### config.mk
export PLATFORM = sky130hd
export DESIGN_NAME = brtgt_buffer
export DESIGN_NICKNAME = d
export VERILOG_FILES = /design/src/rtl/brtgt_pkg.sv /design/src/rtl/brtgt_cam.sv /design/src/rtl/brtgt_victim.sv /design/src/rtl/brtgt_buffer.sv
export SDC_FILE = /design/constraint.sdc
export NUM_CORES = 2
export LEC_CHECK = 0
export ABC_AREA = 1
export BUFFER_PORTS_ARGS = -buffer_cell sky130_fd_sc_hd__buf_2
export CORE_UTILIZATION = 46
export CTS_CLUSTER_SIZE = 14
export DETAILED_ROUTE_END_ITERATION = 7
export SYNTH_ARGS = -nofsm -noshare
export SYNTH_HDL_FRONTEND = slang
export SYNTH_SLANG_ARGS = --single-unit
### constraint.sdc
create_clock -name clk -period 7.6 [get_ports clk]
set_input_delay 0.38 -clock clk [delete_from_list [all_inputs] [get_ports clk]]
set_output_delay 0.38 -clock clk [all_outputs]
set_load 0.1 [all_outputs]
### src/rtl/brtgt_pkg.sv
package brtgt_pkg;

    // What one update cycle does to the table.
    typedef enum logic [2:0] {
        UPD_IDLE,
        UPD_RETARGET,
        UPD_FILL,
        UPD_EVICT,
        UPD_DROP
    } upd_kind_e;

endpackage

### src/rtl/brtgt_cam.sv
module brtgt_cam #(
    parameter int DEPTH = 16,
    parameter int TAG_W = 30,
    localparam int IDX_W = (DEPTH > 1) ? $clog2(DEPTH) : 1
) (
    input  logic                        clk,
    input  logic                        rst_n,
    input  logic [DEPTH-1:0]            valid,
    input  logic [DEPTH-1:0][TAG_W-1:0] tags,
    input  logic [TAG_W-1:0]            key,
    output logic                        hit,
    output logic [IDX_W-1:0]            idx
);

    logic [DEPTH-1:0] match;

    // One comparator per entry, all in parallel.
    for (genvar g = 0; g < DEPTH; g++) begin : g_cmp
        assign match[g] = valid[g] && (tags[g] == key);
    end

    assign hit = |match;

    always_comb begin
        idx = '0;
        for (int i = 0; i < DEPTH; i++) begin
            if (match[i]) begin
                idx = IDX_W'(i);
            end
        end
    end

    // update logic must never leave two entries holding one tag
    p_single_match_r5: assert property (@(posedge clk) disable iff (!rst_n)
        $onehot0(match));

endmodule

### src/rtl/brtgt_victim.sv
module brtgt_victim #(
    parameter int DEPTH = 16,
    localparam int IDX_W = (DEPTH > 1) ? $clog2(DEPTH) : 1
) (
    input  logic [DEPTH-1:0] valid,
    input  logic [IDX_W-1:0] rr_ptr,
    output logic             free_any,
    output logic [IDX_W-1:0] slot
);

    logic [IDX_W-1:0] free_idx;

    assign free_any = ~&valid;

    // Lowest-numbered invalid entry.
    always_comb begin
        free_idx = '0;
        for (int i = DEPTH - 1; i >= 0; i--) begin
            if (!valid[i]) begin
                free_idx = IDX_W'(i);
            end
        end
    end

    assign slot = free_any ? free_idx : rr_ptr;

endmodule

### src/rtl/brtgt_buffer.sv
module brtgt_buffer #(
    parameter int PC_W  = 32,
    parameter int ALIGN = 2,
    parameter int DEPTH = 16
) (
    input  logic            clk,
    input  logic            rst_n,
    input  logic [PC_W-1:0] lk_pc,
    output logic            lk_hit,
    output logic [PC_W-1:0] lk_next_pc,
    input  logic            up_valid,
    input  logic [PC_W-1:0] up_pc,
    input  logic [PC_W-1:0] up_target,
    input  logic            up_taken
);
    import brtgt_pkg::*;

    localparam int TAG_W = PC_W - ALIGN;
    localparam int IDX_W = (DEPTH > 1) ? $clog2(DEPTH) : 1;
    localparam logic [IDX_W-1:0] LAST = IDX_W'(DEPTH - 1);

    typedef struct packed {
        logic [DEPTH-1:0]            valid;
        logic [DEPTH-1:0][TAG_W-1:0] tag;
        logic [DEPTH-1:0][TAG_W-1:0] tgt;
        logic [IDX_W-1:0]            rr;
    } state_t;

    state_t st_d, st_q;
    upd_kind_e kind_d;

    logic             lk_found;
    logic [IDX_W-1:0] lk_idx;
    logic             up_found;
    logic [IDX_W-1:0] up_idx;
    logic             free_any;
    logic [IDX_W-1:0] new_slot;
    logic [TAG_W-1:0] lk_key, up_key, up_tgt_word;
    logic             unused_low_bits;

    assign lk_key          = lk_pc[PC_W-1:ALIGN];
    assign up_key          = up_pc[PC_W-1:ALIGN];
    assign up_tgt_word     = up_target[PC_W-1:ALIGN];
    assign unused_low_bits = ^{up_pc[ALIGN-1:0], up_target[ALIGN-1:0]};

    brtgt_cam #(.DEPTH(DEPTH), .TAG_W(TAG_W)) u_lk_cam (
        .clk   (clk),
        .rst_n (rst_n),
        .valid (st_q.valid),
        .tags  (st_q.tag),
        .key   (lk_key),
        .hit   (lk_found),
        .idx   (lk_idx)
    );

    brtgt_cam #(.DEPTH(DEPTH), .TAG_W(TAG_W)) u_up_cam (
        .clk   (clk),
        .rst_n (rst_n),
        .valid (st_q.valid),
        .tags  (st_q.tag),
        .key   (up_key),
        .hit   (up_found),
        .idx   (up_idx)
    );

    brtgt_victim #(.DEPTH(DEPTH)) u_victim (
        .valid    (st_q.valid),
        .rr_ptr   (st_q.rr),
        .free_any (free_any),
        .slot     (new_slot)
    );

    // Lookup path: purely combinational from the registered table.
    assign lk_hit     = lk_found;
    assign lk_next_pc = lk_found ? {st_q.tgt[lk_idx], {ALIGN{1'b0}}}
                                 : lk_pc + PC_W'(4);

    // Classify the update.
    always_comb begin
        kind_d = UPD_IDLE;
        if (up_valid) begin
            if (up_taken) begin
                if (up_found)      kind_d = UPD_RETARGET;
                else if (free_any) kind_d = UPD_FILL;
                else               kind_d = UPD_EVICT;
            end else if (up_found) begin
                kind_d = UPD_DROP;
            end
        end
    end

    // Next-state computation.
    always_comb begin
        st_d = st_q;
        unique case (kind_d)
            UPD_RETARGET: begin
                st_d.tgt[up_idx] = up_tgt_word;
            end
            UPD_FILL, UPD_EVICT: begin
                st_d.valid[new_slot] = 1'b1;
                st_d.tag[new_slot]   = up_key;
                st_d.tgt[new_slot]   = up_tgt_word;
                if (kind_d == UPD_EVICT) begin
                    st_d.rr = (st_q.rr == LAST) ? '0 : st_q.rr + 1'b1;
                end
            end
            UPD_DROP: begin
                st_d.valid[up_idx] = 1'b0;
            end
            default: ;
        endcase
    end

    always_ff @(posedge clk or negedge rst_n) begin
        if (!rst_n) st_q <= '0;
        else        st_q <= st_d;
    end

    // dropping a present branch removes exactly one entry
    p_drop_one_r6: assert property (@(posedge clk) disable iff (!rst_n)
        (up_valid && !up_taken && up_found)
        |=> ($countones(st_q.valid) + 1 == $countones($past(st_q.valid))));

    // a not-taken branch that is absent changes no validity
    p_drop_absent_r6: assert property (@(posedge clk) disable iff (!rst_n)
        (up_valid && !up_taken && !up_found) |=> $stable(st_q.valid));

    // a new branch with free room grows the table by one
    p_fill_grow_r7: assert property (@(posedge clk) disable iff (!rst_n)
        (up_valid && up_taken && !up_found && !(&st_q.valid))
        |=> ($countones(st_q.valid) == $countones($past(st_q.valid)) + 1));

    // retargeting a present branch leaves validity unchanged
    p_retarget_keep_r5: assert property (@(posedge clk) disable iff (!rst_n)
        (up_valid && up_taken && up_found) |=> $stable(st_q.valid));

    // a full table stays full and the pointer moves on by one
    p_evict_step_r8: assert property (@(posedge clk) disable iff (!rst_n)
        (up_valid && up_taken && !up_found && (&st_q.valid))
        |=> ((&st_q.valid) &&
             (st_q.rr == (($past(st_q.rr) == LAST) ? '0 : $past(st_q.rr) + 1'b1))));

    // no valid update means no change to the table
    p_idle_hold_r9: assert property (@(posedge clk) disable iff (!rst_n)
        !up_valid |=> ($stable(st_q.valid) && $stable(st_q.tag) &&
                       $stable(st_q.tgt) && $stable(st_q.rr)));

    // a hit always yields a word-aligned next address
    p_aligned_hit_r4: assert property (@(posedge clk) disable iff (!rst_n)
        lk_hit |-> (lk_next_pc[ALIGN-1:0] == '0));

endmodule

==> flow_summary.json <==
{
  "status": "complete, no violations",
  "critPathLaunchType": "input port",
  "num_rows": 131,
  "ys_ff_latch": 980,
  "whs_ns": 0.0406,
  "ant_nets": 0,
  "postSynth.asyncResetShare_pct": 100,
  "layout-drive-gt1-share_pct": 8.87,
  "die_area_mm2": 0.131,
  "first_pass_iters": 6,
  "max_freq_ghz": 0.155,
  "grt_max_degree": 144,
  "reg_top3": "st_q: 980 flops",
  "cts-resized-gates": 0,
  "wl_per_cell_um": 31.7,
  "antenna_found_initial": 27,
  "yosysMostFrequentCell": "nand2_1",
  "critPathMaxFanout": 21,
  "clock_skew_ns": 0.0534,
  "ctsHoldBuffers": 11,
  "grt_pass1_wl_mm": 445,
  "total_power_mw": 22.6,
  "synthCells": 8338,
  "track_usage_pct": 47.7,
  "cp_data_arrival_time_ns": 6.09,
  "insertion_delay_ns": 0.77,
  "finalCriticalPeriod_ns": 6.47,
  "clkSinkCount": 980,
  "chipHeight_um": 363,
  "p_leak_nw": 31.3,
  "synth_edf_count": 0,
  "cap_viol_max_count": 0,
  "crit_type": "input port to output port",
  "hold_violations": 0,
  "largest_register_ffs": 980,
  "num_vias": 64000,
  "synth_area_leaders": "dfrtp_1, nand2_1, nand3_1",
  "min_path_type": "input port to flip-flop",
  "avgSynthCellArea_um2": 7.17,
  "slew_viol_final": 0,
  "htreeDepth": 3,
  "cts-root-buf": "clkbuf_16",
  "peakVddDrop_mv": 0.229,
  "die_x_um": 363,
  "tightest_slew_ns": 1.30,
  "drt-initial-drc-count": 11600,
  "rsz0062_at_grt": "no",
  "final_nets": 8312,
  "yosys_warnings": 0,
  "via_per_inst": 6.37,
  "area_delta_synth_final_pct": 10.0,
  "gp_congestion": 1.07,
  "instances_no_fill": 10000,
  "dp_cells": 9813,
  "cts_setup_buffers": 0,
  "synth-main-ff-cell": "dfrtp_1",
  "overflow": 0,
  "drc": 0,
  "first_global_vias": 58600,
  "synth_top_area_share_pct": 41.0,
  "ys_types": 65,
  "fin_util_pct": 51.3,
  "routed_wl_mm": 319,
  "power_density_mw_per_mm2": 344,
  "port_buffers": 128,
  "top_register": "st_q",
  "ios": 133,
  "fin_setup_tns_ns": 0,
  "synth_common_cells": "nand2_1, dfrtp_1, nand3_1",
  "cts_buffers": 113,
  "setup_viol_count_final": 0,
  "critPathRequiredTime_ns": 7.22,
  "syn-cell-area_mm2": 0.0598,
  "initial_utilization_pct": 46.6,
  "timing.final.crit_share_pct": 85.1,
  "cts_tree": "built",
  "yosys.area.top_type": "dfrtp_1",
  "dp_hpwl_mm": 202,
  "clk_pin_slew_ns": 0.06,
  "core_area_mm2": 0.128,
  "max_slew_margin_pct": 13.3,
  "syn-num-nets": 8440,
  "synth-seq-area-share_pct": 41.0,
  "end_kind": "output port",
  "clockBufferDepth": 3
}
worst paths after layout:
check                                             end                   from  depth (start not counted)  slack (ns)
worst max-delay path                   lk_next_pc[11]              lk_pc[17]                         15        1.13
worst min-delay path            st_q[206]$_DFFE_PN0P_          up_target[24]                          3        0.04
worst max register to register  st_q[412]$_DFFE_PN0P_  st_q[965]$_DFFE_PN0P_                         24        2.28
worst min register to register   st_q[96]$_DFFE_PN0P_   st_q[96]$_DFFE_PN0P_                          2        0.47
max in group asynchronous       st_q[413]$_DFFE_PN0P_                  rst_n                          4        5.43
min in group asynchronous       st_q[855]$_DFFE_PN0P_                  rst_n                          2        0.23
kinds of logic after synthesis:
kind of cell | count (synthesis) | share of synthesized area [%]
AND/OR/NAND/NOR | 4344 | 31.8
buffers and inverters | 1353 | 10.0
AO/OA/AOI/OAI | 1350 | 12.5
multiplexers | 1 | 0.0188
XOR/XNOR | 308 | 4.51
flip-flops | 980 | 41.0
adder cells (fa/ha/maj) | 2 | 0.0418
per-layer routing:
layer	wire, µm	GRT usage (%)
met5	325	0.962
met4	21100	26.8
met3	46700	16.7
met2	126000	65.0
met1	125000	65.1
cell type report:
cell class	count	area [µm²]
timing repair buffer	372	2980
antenna	9	22.5
clock buffer	157	3230
clock inverter	54	672
inverter	738	2790
multi-input combinational	6005	29400
fill	12900	62400
sequential	980	24500
tap	1729	2160
through the flow:
| step | setup slack (ns) | area (µm²) |
|---|---|---|
| after floorplan | 2.89 | 59800 |
| after global placement | 1.54 | 61700 |
| after detailed placement | 1.55 | 61700 |
| after CTS | 1.48 | 65700 |
| after global routing | 1.15 | 65700 |
| final | 1.13 | 65800 |
cells in the final DEF (no fill, tap or decap), drive strengths merged, types with 14 or more instances in the layout:
cell     synthesis  final
o22ai          265    265
nand3b          46     46
o2111ai         36     36
or2             49     49
clkinv           2     32
nand3          828    828
and2            14     14
a21oi           92     92
nor4           122    122
nand4          195    195
clkbuf         236    157
nand2         2698   2698
nor4b           19     19
o21ai          898    898
nor2           295    295
inv            736    738
dfrtp          980    980
buf            379    361
a221oi          17     17
xor2            99     99
nor3            57     57
xnor2          209    209
critical path, stage by stage:
cell     delay [ns]
buf_2          0.79
inv_2          0.68
o21ai_0        0.44
nor4_1         0.08
nor4b_1        0.15
nand4_1        0.41
and2_1         0.22
and2_1         0.19
nand4_1        0.18
inv_2          0.40
nand2_2        0.32
inv_1          0.68
nand3_1        0.46
nand3_1        0.23
buf_2          0.45
power by group:
part | total, mW | leakage, nW | internal, mW | switching, mW
clock network | 5.83 | 1.90 | 3.35 | 2.48
logic | 7.70 | 17.1 | 2.78 | 4.92
registers | 9.07 | 12.3 | 7.20 | 1.87
No activity file was read; power rests on OpenSTA's default activity.
